## config.mk

```make
export PLATFORM = sky130hd
export DESIGN_NAME = reset_cause_ctl
export DESIGN_NICKNAME = d
export VERILOG_FILES = /design/src/rtl/rstc_pkg.sv /design/src/rtl/rstc_addr_dec.sv /design/src/rtl/rstc_btn_edge.sv /design/src/rtl/rstc_cause_reg.sv /design/src/rtl/rstc_req_pulse.sv /design/src/rtl/reset_cause_ctl.sv
export SDC_FILE = /design/constraint.sdc
export NUM_CORES = 1
export LEC_CHECK = 0
export BUFFER_PORTS_ARGS = -buffer_cell sky130_fd_sc_hd__buf_2
export CORE_UTILIZATION = 35
export CTS_CLUSTER_SIZE = 20
export DETAILED_ROUTE_END_ITERATION = 6
export HOLD_SLACK_MARGIN = 0.02
export PLACE_DENSITY = 0.8
export SETUP_SLACK_MARGIN = 0.2
export SLEW_MARGIN = 40
export SYNTH_ARGS = -nofsm -noshare
export SYNTH_HDL_FRONTEND = slang
export SYNTH_HIERARCHICAL = 1
export SYNTH_SLANG_ARGS = --single-unit
```

## constraint.sdc

```tcl
create_clock -name clk_i -period 5.8 [get_ports clk_i]
set_input_delay 1.16 -clock clk_i [delete_from_list [all_inputs] [get_ports clk_i]]
set_output_delay 1.16 -clock clk_i [all_outputs]
set_load 0.01 [all_outputs]
```

## src/rtl/rstc_pkg.sv

```systemverilog
package rstc_pkg;
  localparam int unsigned NCAUSE   = 5;
  localparam int unsigned FIELD_LSB = 27;
  localparam int unsigned DATA_W   = 32;
  localparam int unsigned NBTN     = 2;

  // index inside the 5-bit cause field (field bit 0 = word bit 27)
  localparam int unsigned CI_PWR  = 4;
  localparam int unsigned CI_SPOR = 3;
  localparam int unsigned CI_SXIR = 2;
  localparam int unsigned CI_BPOR = 1;
  localparam int unsigned CI_BXIR = 0;

  // button vector index
  localparam int unsigned BI_XIR = 0;
  localparam int unsigned BI_POR = 1;

  localparam logic [NCAUSE-1:0] CLR_MASK  = 5'b10011;
  localparam logic [NCAUSE-1:0] SET_MASK  = 5'b01100;
  localparam logic [NCAUSE-1:0] FIRST_VAL = 5'b10000;
endpackage

```

## src/rtl/rstc_addr_dec.sv

```systemverilog
module rstc_addr_dec #(
  parameter int unsigned          ADDR_W = 16,
  parameter logic [ADDR_W-1:0]    BASE   = 16'hF020
) (
  input  logic [ADDR_W-1:0] addr_i,
  output logic              data_word_o
);
  localparam int unsigned HI = ADDR_W - 1;

  logic window_hit;
  logic unused_lsb;

  assign window_hit  = (addr_i[HI:3] == BASE[HI:3]);
  assign data_word_o = window_hit & addr_i[2];
  assign unused_lsb  = ^addr_i[1:0];
endmodule

```

## src/rtl/rstc_btn_edge.sv

```systemverilog
module rstc_btn_edge #(
  parameter int unsigned N = 2
) (
  input  logic         clk_i,
  input  logic         pwr_rst_i,
  input  logic [N-1:0] btn_i,
  output logic [N-1:0] evt_o
);
  logic [N-1:0] prev_q;

  for (genvar g = 0; g < N; g++) begin : g_btn
    always_ff @(posedge clk_i) begin
      if (pwr_rst_i) prev_q[g] <= 1'b0;
      else           prev_q[g] <= btn_i[g];
    end
    assign evt_o[g] = btn_i[g] & ~prev_q[g];
  end
endmodule

```

## src/rtl/rstc_cause_reg.sv

```systemverilog
module rstc_cause_reg
  import rstc_pkg::*;
#(
  parameter int unsigned CNT_W = 4
) (
  input  logic              clk_i,
  input  logic              pwr_rst_i,
  input  logic              sys_rst_i,
  input  logic              wr_hit_i,
  input  logic [NCAUSE-1:0] wfield_i,
  input  logic [NBTN-1:0]   btn_evt_i,
  output logic [NCAUSE-1:0] cause_o,
  output logic              trig_o
);
  localparam logic [CNT_W-1:0] CNT_MAX = '1;
  localparam logic [CNT_W-1:0] CNT_ONE = CNT_W'(1);

  logic [NCAUSE-1:0] cause_q;
  logic [CNT_W-1:0]  cnt_q;
  logic [NCAUSE-1:0] clr_bits, set_bits, btn_bits;
  logic              soft_req;

  always_comb begin
    clr_bits = wr_hit_i ? (wfield_i & CLR_MASK) : '0;
    set_bits = wr_hit_i ? (wfield_i & SET_MASK) : '0;
    btn_bits = '0;
    btn_bits[CI_BPOR] = btn_evt_i[BI_POR];
    btn_bits[CI_BXIR] = btn_evt_i[BI_XIR];
  end

  assign soft_req = wr_hit_i & (wfield_i[CI_SPOR] | wfield_i[CI_SXIR]);
  assign trig_o   = ~sys_rst_i & (soft_req | (|btn_evt_i));

  always_ff @(posedge clk_i) begin
    if (pwr_rst_i) begin
      cause_q <= FIRST_VAL;
      cnt_q   <= CNT_ONE;
    end else if (sys_rst_i) begin
      if (cnt_q == '0) cause_q <= FIRST_VAL;
      if (cnt_q != CNT_MAX) cnt_q <= cnt_q + CNT_ONE;
    end else begin
      cause_q <= (cause_q & ~clr_bits) | set_bits | btn_bits;
      if (wr_hit_i && wfield_i[CI_SPOR]) cnt_q <= '0;
    end
  end

  assign cause_o = cause_q;
endmodule

```

## src/rtl/rstc_req_pulse.sv

```systemverilog
module rstc_req_pulse (
  input  logic clk_i,
  input  logic pwr_rst_i,
  input  logic sys_rst_i,
  input  logic trig_i,
  output logic req_o
);
  logic req_q;

  always_ff @(posedge clk_i) begin
    if (pwr_rst_i || sys_rst_i) req_q <= 1'b0;
    else                        req_q <= trig_i & ~req_q;
  end

  assign req_o = req_q;
endmodule

```

## src/rtl/reset_cause_ctl.sv

```systemverilog
module reset_cause_ctl
  import rstc_pkg::*;
#(
  parameter int unsigned       ADDR_W = 16,
  parameter logic [ADDR_W-1:0] BASE   = 16'hF020,
  parameter int unsigned       CNT_W  = 4
) (
  input  logic              clk_i,
  input  logic              pwr_rst_i,
  input  logic              sys_rst_i,
  input  logic              bus_wr_i,
  input  logic              bus_rd_i,
  input  logic [ADDR_W-1:0] bus_addr_i,
  input  logic [DATA_W-1:0] bus_wdata_i,
  output logic [DATA_W-1:0] bus_rdata_o,
  input  logic              btn_por_i,
  input  logic              btn_xir_i,
  output logic              rst_req_o
);
  localparam int unsigned FIELD_HI = FIELD_LSB + NCAUSE - 1;

  logic              data_word;
  logic [NBTN-1:0]   btn_lvl, btn_evt;
  logic [NCAUSE-1:0] cause_q;
  logic              trig;
  logic [DATA_W-1:0] rdata_q;
  logic              unused_wlow;

  assign unused_wlow = ^bus_wdata_i[FIELD_LSB-1:0];

  rstc_addr_dec #(.ADDR_W(ADDR_W), .BASE(BASE)) dec_i (
    .addr_i      (bus_addr_i),
    .data_word_o (data_word)
  );

  always_comb begin
    btn_lvl = '0;
    btn_lvl[BI_POR] = btn_por_i;
    btn_lvl[BI_XIR] = btn_xir_i;
  end

  rstc_btn_edge #(.N(NBTN)) edge_i (
    .clk_i     (clk_i),
    .pwr_rst_i (pwr_rst_i),
    .btn_i     (btn_lvl),
    .evt_o     (btn_evt)
  );

  rstc_cause_reg #(.CNT_W(CNT_W)) cause_i (
    .clk_i     (clk_i),
    .pwr_rst_i (pwr_rst_i),
    .sys_rst_i (sys_rst_i),
    .wr_hit_i  (bus_wr_i & data_word),
    .wfield_i  (bus_wdata_i[FIELD_HI:FIELD_LSB]),
    .btn_evt_i (btn_evt),
    .cause_o   (cause_q),
    .trig_o    (trig)
  );

  rstc_req_pulse pulse_i (
    .clk_i     (clk_i),
    .pwr_rst_i (pwr_rst_i),
    .sys_rst_i (sys_rst_i),
    .trig_i    (trig),
    .req_o     (rst_req_o)
  );

  always_ff @(posedge clk_i) begin
    if (pwr_rst_i)                  rdata_q <= '0;
    else if (bus_rd_i && data_word) rdata_q <= {cause_q, {FIELD_LSB{1'b0}}};
    else                            rdata_q <= '0;
  end

  assign bus_rdata_o = rdata_q;
endmodule

```

==> metrics.md, run 1 <==
| Metric | Value |
|---|---|
| Number of filler instances in the final layout | `255` |
| Maximum level of the CTS H-tree | `1` |
| Post-Route Setup TNS | `0 ns` |
| Reg-to-reg setup timing slack | `4.43 ns` |
| Source-to-sink clock delay at the later pin of the worst-skew pair | `0.28 ns` |
| Die height | `54.5 um` |
| RSZ-0062 raised after global routing | `false` |
| Largest family of logic cells by synthesized area | `simple AND/OR/NAND/NOR gates` |
| Type of the most critical hold path | `flop to flop` |
| Part of the Yosys area used for sequential elements | `0.353` |
| Post-synthesis share of cell area spent on and, or, nand and nor gates | `0.235` |
| Count of nets left with antenna violations after detail routing | `0` |
| Critical-path maximum fanout | `6` |
| Number of pins with negative max-slew slack in the final report | `0` |
| Final worst path period need | `3.04 ns` |
| Avg Synthesized Cell Area | `9.63 um2` |
| Total number of yosys warnings | `6` |
| Distinct cell type count of the synthesized netlist | `31` |
| Cell Area, Placed | `1050 um2` |
| Layout net count | `191` |
| Area delta synth->final | `11.4%` |
| Number of antenna violations at the first check in global routing | `0` |
| Post-CTS clock slew at the launch and capture registers of the worst setup and hold paths | `0.09 ns` |
| Initial Utilization | `0.379` |
| Netlist Area Pre-Place | `963 um2` |
| Site Rows | `18` |
| Average detailed-routed wire length per instance | `10.4 um` |
| Number of hold violations in the final report | `0` |
| First-pass GRT wire length | `2.59 mm` |
| IO Count | `88` |
| Reported leakage power | `0.000514 uW` |
| Pin count of the biggest net entering global routing | `16` |
| Total global routing track utilization | `0.121` |
| Max_cap viols | `0` |
| Num CTS Buffers | `3` |
| Post-DP HPWL | `1.37 mm` |
| Die ar. | `2970 um2` |
| Share of the synthesized netlist area taken by xor and xnor gates | `0` |
| Count of port buffers added during placement | `31` |
| Routed vias/inst | `4.58` |
| Compound-Gate Fraction of Synth Area | `0.156` |
| Endpoint type of the worst setup path | `flop` |
| Number of inserted diodes | `0` |
| Proportion of synthesized area in mux cells | `0` |
| Share of the clock period used by the worst path | `0.524` |
| Number of synthesized register bits | `17` |
| Data arrival time of the critical path | `3.19 ns` |
| Final weighted congestion of routability-driven global placement | `0.712` |
| Category of the critical setup timing path | `input pin to flop` |
| First-pass iteration count of the detailed router | `4` |
| Gr ovfl total | `0` |
| Post-cts repair resize count | `0` |
| CTS tree | `done` |
| Vias | `747` |
| Maximum VDD drop | `0.114 mV` |
| Cts hold-fix bufs | `0` |
| Post-CTS Setup Bufs | `0` |
| Sink count of the clock tree | `17` |
| Overall die width | `54.5 um` |
| Post-route DRC violation count | `0` |
| Worst Path Required | `5.95 ns` |
| Peak Freq | `0.329 GHz` |
| Final WL | `1.70 mm` |
| Fraction of final layout cells sized beyond drive strength 1 | `0.361` |
| Synth async-reset ratio | `0` |
| Number of buffers on the longest clock path | `2` |
| Adder and majority cell fraction of the synthesized area | `0.0260` |
| Count of flip-flops with a built-in enable after synthesis | `0` |
| Synthesized instance count | `100` |
| Setup violation total in the final timing report | `0` |
| Power per cell area | `205 nW/um2` |
| Nature of the critical path startpoint | `input pin` |
| Number of design-rule violations left by the first detailed-router iteration | `4` |
| Root buffer cell | `clkbuf_4` |
| Final instance area | `1070 um2` |
| Vias in the first global route | `672` |
| Outcome | `completed` |
| Core area | `2540 um2` |
| Util after Layout | `0.422` |
| Worst Skew | `0.00463 ns` |
| Most frequently used flop master after synthesis | `dfxtp_1` |
==> layer usage <==
metal  vias up  share of wire  GRT usage
li1        367              -          -
met1       341           0.38      0.104
met2        37           0.52      0.262
met3         2          0.097     0.0167
met4         0         0.0024     0.0513
met5         -              0          0
==> path summary, 6_finish.rpt <==
path,startpoint,to,cells past startpoint
worst max-delay path,bus_addr_i[4],cause_i/cnt_q[2],7
worst max register to register,cause_i/cnt_q[0],cause_i/cnt_q[2],4
worst min-delay path,pulse_i/req_o,pulse_i/req_o,1
worst min register to register,pulse_i/req_o,pulse_i/req_o,1
==> cells in the final DEF, fill, tap and decap left out, types with 2 or more instances in the layout <==
cell,n
o21ai_0,2
inv_1,3
a21oi_1,7
conb_1,27
buf_2,31
nand2_1,2
nand4b_1,3
nor2_1,4
a21bo_2,2
ha_1,2
and4b_1,5
nor2b_2,2
clkbuf_4,3
nand2b_1,4
dfxtp_1,17
nor2b_1,3
==> layout make-up <==
| type | count | area, um2 | share of cell area |
|---|---|---|---|
| multi-input cells | 78 | 503 | 0.469 |
| flip-flops and latches | 17 | 340 | 0.317 |
| repair buffers | 31 | 155 | 0.145 |
| well taps | 30 | 37.5 | 0.0350 |
| clock buffers | 4 | 26.3 | 0.0245 |
| inverters | 3 | 11.3 | 0.0105 |
==> sequential cells by signal, indices dropped and copies added (netlist names) <==
signal,count
cause_i/cause_o,5
cause_i/cnt_q,4
edge_i/prev_q,2
pulse_i/req_o,1
bus_rdata_o,5
==> Yosys cell counts (2+ instances only) <==
cell type,count,area [um2]
o21ai_0,2,10.0
and4b_1,5,50.1
dfxtp_1,17,340
a21bo_2,2,20.0
buf_4,27,203
inv_1,3,11.3
nand2_1,2,7.51
a21oi_1,7,35.0
nand2b_1,4,25.0
nor2_1,4,15.0
nor2b_1,3,18.8
nor2b_2,2,17.5
nand4b_1,3,26.3
ha_1,2,25.0
==> stage by stage <==
stage	std cells	power, uW	hold WS (ns)	worst slack (ns)
after floorplan	126	162	0.419	2.85
after global placement	159	160	0.422	2.53
after detailed placement	159	162	0.427	2.47
after CTS	163	223	0.441	2.76
after global routing	163	233	0.450	2.59
final	163	220	0.441	2.76
==> where the power goes <==
group / total, uW / switching (uW) / leakage [uW] / internal [uW]
combinational: 36.3 / 21.1 / 0.000360 / 15.2
sequential: 123 / 2.92 / 0.000139 / 120
clock: 60.4 / 33.7 / 0.0000150 / 26.7
total: 220 / 57.8 / 0.000514 / 162
==> logic make-up (layout without fill, tap and decap cells) <==
logic type,after synthesis,after routing
AND/OR/NAND/NOR,30,30
other,1,27
buffers and inverters,31,38
flip-flops,17,17
AO/OA/AOI/OAI,19,19
adder cells (fa/ha/maj),2,2
==> worst max-delay path: stages <==
cell	delay, ns
buf_2	0.09
or4_1	0.54
nor4_2	0.45
and2_2	0.23
nor2b_1	0.42
a22o_4	0.22
a311oi_2	0.09
Power figures use the tool's default switching activity.
==> run 2, diff against run 1 <==
clock period = 2.9 ns   (was 5.8 ns; I/O delays follow)
==> metrics.md, run 2 (synthesis gave the netlist of run 1 again) <==
| Metric | Value |
|---|---|
| Clock Power Share | `0.275` |
| Layout net count | `192` |
| CTS tree | `done` |
| Data arrival time of the critical path | `2.39 ns` |
| IO Count | `88` |
| Endpoint type of the worst setup path | `flop` |
| Final weighted congestion of routability-driven global placement | `0.722` |
| First-pass iteration count of the detailed router | `4` |
| Commonest non-fill, non-tap cell in the layout | `buf_2` |
| Maximum level of the CTS H-tree | `1` |
| Internal power consumption | `325 uW` |
| Worst Skew | `0.00482 ns` |
| Cts hold-fix bufs | `0` |
| Peak Freq | `0.447 GHz` |
| Number of antenna violations at the first check in global routing | `0` |
| Util after Layout | `0.425` |
| Final hold slack | `0.437 ns` |
| Worst Path Required | `3.06 ns` |
| Highest-count cells in the layout ignoring fill and taps | `buf_2, conb_1, dfxtp_1` |
| Share of the clock period used by the worst path | `0.771` |
| Post-CTS Setup Bufs | `0` |
| Post-Route Setup TNS | `0 ns` |
| Area delta synth->final | `12.2%` |
| Combinational power share | `0.164` |
| Reported leakage power | `0.000519 uW` |
| Die height | `54.5 um` |
| Sequential share of power | `0.562` |
| Number of filler instances in the final layout | `259` |
| Post-DP HPWL | `1.35 mm` |
| Sink count of the clock tree | `17` |
| Number of buffers on the longest clock path | `2` |
| Vias in the first global route | `617` |
| Total global routing track utilization | `0.109` |
| Site Rows | `18` |
| Overall die width | `54.5 um` |
| Routed vias/inst | `4.45` |
| Count of nets left with antenna violations after detail routing | `0` |
| Post-cts repair resize count | `0` |
| Setup violation total in the final timing report | `0` |
| Outcome | `completed` |
| Number of hold violations in the final report | `0` |
| Number of design-rule violations left by the first detailed-router iteration | `4` |
| Critical-path maximum fanout | `6` |
| Number of inserted diodes | `0` |
| Final WL | `1.63 mm` |
| Fraction of final layout cells sized beyond drive strength 1 | `0.366` |
| Final worst path period need | `2.24 ns` |
| Root buffer cell | `clkbuf_4` |
| Number of pins with negative max-slew slack in the final report | `0` |
| Average detailed-routed wire length per instance | `9.93 um` |
| Pin count of the biggest net entering global routing | `16` |
| RSZ-0062 raised after global routing | `false` |
| Type of the most critical hold path | `flop to flop` |
| Post-route DRC violation count | `0` |
| Num CTS Buffers | `3` |
| Max_cap viols | `0` |
| Switching Share | `0.262` |
| Source-to-sink clock delay at the later pin of the worst-skew pair | `0.28 ns` |
| Initial Utilization | `0.379` |
| Category of the critical setup timing path | `input pin to flop` |
| Core area | `2540 um2` |
| Vias | `729` |
| Power per cell area | `407 nW/um2` |
| Count of port buffers added during placement | `31` |
| Sw Pwr | `115 uW` |
| Nature of the critical path startpoint | `input pin` |
| First-pass GRT wire length | `2.32 mm` |
| Post-CTS clock slew at the launch and capture registers of the worst setup and hold paths | `0.09 ns` |
| Gr ovfl total | `0` |
| Maximum VDD drop | `0.278 mV` |
| Die ar. | `2970 um2` |
==> run 2: cell count changes in the layout (fill, tap and decap cells not counted), sizes merged <==
cell | before | now
buf | 31 | 32
==> run 2: final cells by class <==
type | instances | area, um2 | area share
Clock buffer | 4 | 26.3 | 0.0243
Inverter | 3 | 11.3 | 0.0104
Multi-Input combinational cell | 78 | 503 | 0.465
Sequential cell | 17 | 340 | 0.315
Tap cell | 30 | 37.5 | 0.0347
Timing Repair Buffer | 32 | 163 | 0.150
==> run 2: path summary, 6_finish.rpt <==
check | start | endpoint | slack (ns) | depth (start not counted)
setup / recovery | bus_addr_i[4] | cause_i/cnt_q[2] | 0.66 | 7
hold / removal | pulse_i/req_o | pulse_i/req_o | 0.44 | 1
setup reg to reg | cause_i/cnt_q[1] | cause_i/cnt_q[2] | 1.53 | 4
hold reg to reg | pulse_i/req_o | pulse_i/req_o | 0.44 | 1
==> run 2: power by group through the flow <==
stage / logic, uW / clock network, uW / registers, uW
finish: 71.9 / 121 / 247
global route: 81.9 / 134 / 248
CTS: 71.9 / 126 / 247
detailed placement: 71.4 / 0 / 252
global placement: 68.8 / 0 / 251
floorplan: 72.5 / 0 / 251
==> run 2: critical path: stages <==
cell and delay [ns]:
buf_2 0.09, or4_1 0.53, nor4_2 0.31, and2_2 0.20, nor2b_1 0.38, a22o_4 0.21, a311oi_2 0.09
==> run 2: stage by stage <==
step / power (uW) / cells / setup WS (ns) / area (um2)
floorplan: 323 / 126 / 0.532 / 1060
finish: 440 / 164 / 0.664 / 1080
CTS: 445 / 164 / 0.658 / 1080
global route: 463 / 164 / 0.554 / 1080
detailed placement: 324 / 160 / 0.355 / 1050
global placement: 320 / 160 / 0.377 / 1050
==> run 2: routing by layer <==
layer  routed length, um  vias up  global-route usage  share of wire
met5                   0        -                   0              0
met3                 154        0              0.0167          0.095
li1                    -      363                   -              -
met1                 641      331               0.101           0.39
met2                 834       35               0.220           0.51
met4                   0        0              0.0641              0
==> run 3, diff against run 2 <==
ABC_AREA = 1   (was not set)
clock period = 2.3 ns   (was 2.9 ns; I/O delays follow)
==> metrics.md, run 3 <==
| Metric | Value |
|---|---|
| CTS tree | `done` |
| Post-DP HPWL | `1.29 mm` |
| Reported leakage power | `0.000583 uW` |
| Site Rows | `18` |
| IO Count | `88` |
| Part of the Yosys area used for sequential elements | `0.351` |
| Count of port buffers added during placement | `31` |
| Number of hold violations in the final report | `0` |
| Synthesized instance count | `134` |
| Type of the most critical hold path | `input pin to flop` |
| Data arrival time of the critical path | `1.52 ns` |
| Post-Route Setup TNS | `0 ns` |
| Post-CTS clock slew at the launch and capture registers of the worst setup and hold paths | `0.09 ns` |
| Max_cap viols | `0` |
| Final WL | `1.61 mm` |
| Average detailed-routed wire length per instance | `8.13 um` |
| Commonest non-fill, non-tap cell in the layout | `buf_2` |
| Number of antenna violations at the first check in global routing | `0` |
| Most frequent cell after synthesis | `buf_4` |
| Core area | `2540 um2` |
| Number of inserted diodes | `0` |
| Source-to-sink clock delay at the later pin of the worst-skew pair | `0.29 ns` |
| Category of the critical setup timing path | `input pin to flop` |
| Routed vias/inst | `4.07` |
| Area delta synth->final | `11.8%` |
| Number of buffers on the longest clock path | `2` |
| Setup violation total in the final timing report | `0` |
| Launch point of the worst reg-to-reg path | `cause_i/cnt_q[0]` |
| Total global routing track utilization | `0.124` |
| Num CTS Buffers | `3` |
| Layout net count | `226` |
| Power per cell area | `510 nW/um2` |
| Start point of the worst hold path | `btn_xir_i` |
| Number of pins with negative max-slew slack in the final report | `0` |
| Highest-count cells in the layout ignoring fill and taps | `buf_2, conb_1, nand2_1` |
| Avg Synthesized Cell Area | `7.23 um2` |
| Total number of yosys warnings | `6` |
| First-pass GRT wire length | `2.66 mm` |
| Root buffer cell | `clkbuf_4` |
| Vias in the first global route | `713` |
| Number of synthesized register bits | `17` |
| Max stage delay cell, worst path | `inv_1` |
| Final worst path period need | `1.32 ns` |
| RSZ-0062 raised after global routing | `false` |
| Initial Utilization | `0.381` |
| Netlist Area Pre-Place | `968 um2` |
| Final weighted congestion of routability-driven global placement | `0.759` |
| Worst Skew | `0.00103 ns` |
| Distinct cell type count of the synthesized netlist | `18` |
| Die height | `54.6 um` |
| Pin count of the biggest net entering global routing | `10` |
| Synth async-reset ratio | `0` |
| Post-route DRC violation count | `0` |
| Count of nets left with antenna violations after detail routing | `0` |
| Gr ovfl total | `0` |
| Cts hold-fix bufs | `0` |
| Crit path cell chain | `buf_2, inv_1, nand2_1, nor2_1, nand2_1, nor2_2, nand2_1, inv_1, nand3_4, nand2_4, nand2_1, nand2_1, nor2_1` |
| Post-CTS Setup Bufs | `0` |
| Outcome | `completed` |
| Critical-path maximum fanout | `5` |
| Worst hold path stage count | `3` |
| Final hold slack | `0.383 ns` |
| Peak Freq | `0.756 GHz` |
| Number of design-rule violations left by the first detailed-router iteration | `17` |
| Fraction of final layout cells sized beyond drive strength 1 | `0.250` |
| Area leader, netlist | `dfxtp_1` |
| Critical path launch point | `bus_addr_i[11]` |
| Post-synth top cells | `buf_4, nand2_1, nor2_1` |
| First-pass iteration count of the detailed router | `4` |
| Die ar. | `2980 um2` |
| Vias | `806` |
| Portion of synthesized cell area occupied by the leading cell type | `0.351` |
| Cell types occupying the most area after synthesis | `dfxtp_1, buf_4, nand2_1` |
| Endpoint type of the worst setup path | `flop` |
| Most common cell type on the critical path | `nand2_1` |
| Overall power of the completed layout | `552 uW` |
| Reg2Reg Depth | `6` |
| Maximum VDD drop | `0.218 mV` |
| Share of the clock period used by the worst path | `0.575` |
| Nature of the critical path startpoint | `input pin` |
| Sink count of the clock tree | `17` |
| Overall die width | `54.6 um` |
| Worst Path Required | `2.49 ns` |
| Post-cts repair resize count | `0` |
| Count of flip-flops with a built-in enable after synthesis | `0` |
| Critical path's largest stage delay | `0.17 ns` |
| Maximum level of the CTS H-tree | `1` |
| Most frequently used flop master after synthesis | `dfxtp_1` |
run 3: changes by cell type in the layout (fill, tap and decap cells not counted), sizes merged, moves of 2 or more:
| cell | delta |
|---|---|
| o21ai | -2 |
| nand4 | +2 |
| nor2 | +16 |
| a21bo | -2 |
| nand3 | +12 |
| nand4b | -3 |
| nand2 | +22 |
| and4b | -5 |
| inv | +16 |
| nand2b | -4 |
| nor2b | -5 |
run 3: area by class of cell:
class | instances | area, um2
fillers | 273 | 1460
multi-input cells | 96 | 447
flip-flops and latches | 17 | 340
repair buffers | 31 | 155
inverters | 20 | 76.3
well taps | 30 | 37.5
clock buffers | 4 | 26.3
run 3: where the power goes:
group	internal, uW	leakage [uW]	switching (uW)
combinational	30.9	0.000429	53.6
clock	67.5	0.0000150	90.3
sequential	303	0.000139	7.19
run 3: cells by family after synthesis:
logic type | share of synthesized area
buf+inv | 0.288
simple gates | 0.287
other cells | 0.00387
flops | 0.351
fa+ha+maj | 0.0258
compound gates | 0.0439
run 3: path summary, 6_finish.rpt:
check,to,slack (ns)
max,cause_i/cnt_q[3],0.98
min,edge_i/prev_q[0],0.38
max reg2reg,cause_i/cnt_q[2],1.09
min reg2reg,bus_rdata_o[30],0.43
run 3: worst max-delay path: cells and delay by family:
family,cells,cell delay [ns]
buffers and inverters,3,0.30
AND/OR/NAND/NOR,10,0.76
run 3: metrics by stage:
stage                util  worst slack [ns]  instances  area, um2
floorplan               -             0.905        160       1070
global placement    0.415             0.689        194       1060
detailed placement  0.415             0.672        194       1060
CTS                 0.425             0.988        198       1080
global route        0.425             0.795        198       1080
finish              0.425             0.977        198       1080
run 3: per-layer routing:
| metal | part of all wire | track usage | vias to the layer above |
|---|---|---|---|
| met5 | 0 | 0 | - |
| met3 | 0.047 | 0.0111 | 5 |
| met1 | 0.44 | 0.141 | 345 |
| met2 | 0.47 | 0.213 | 27 |
| li1 | - | - | 429 |
| met4 | 0.034 | 0.0940 | 0 |
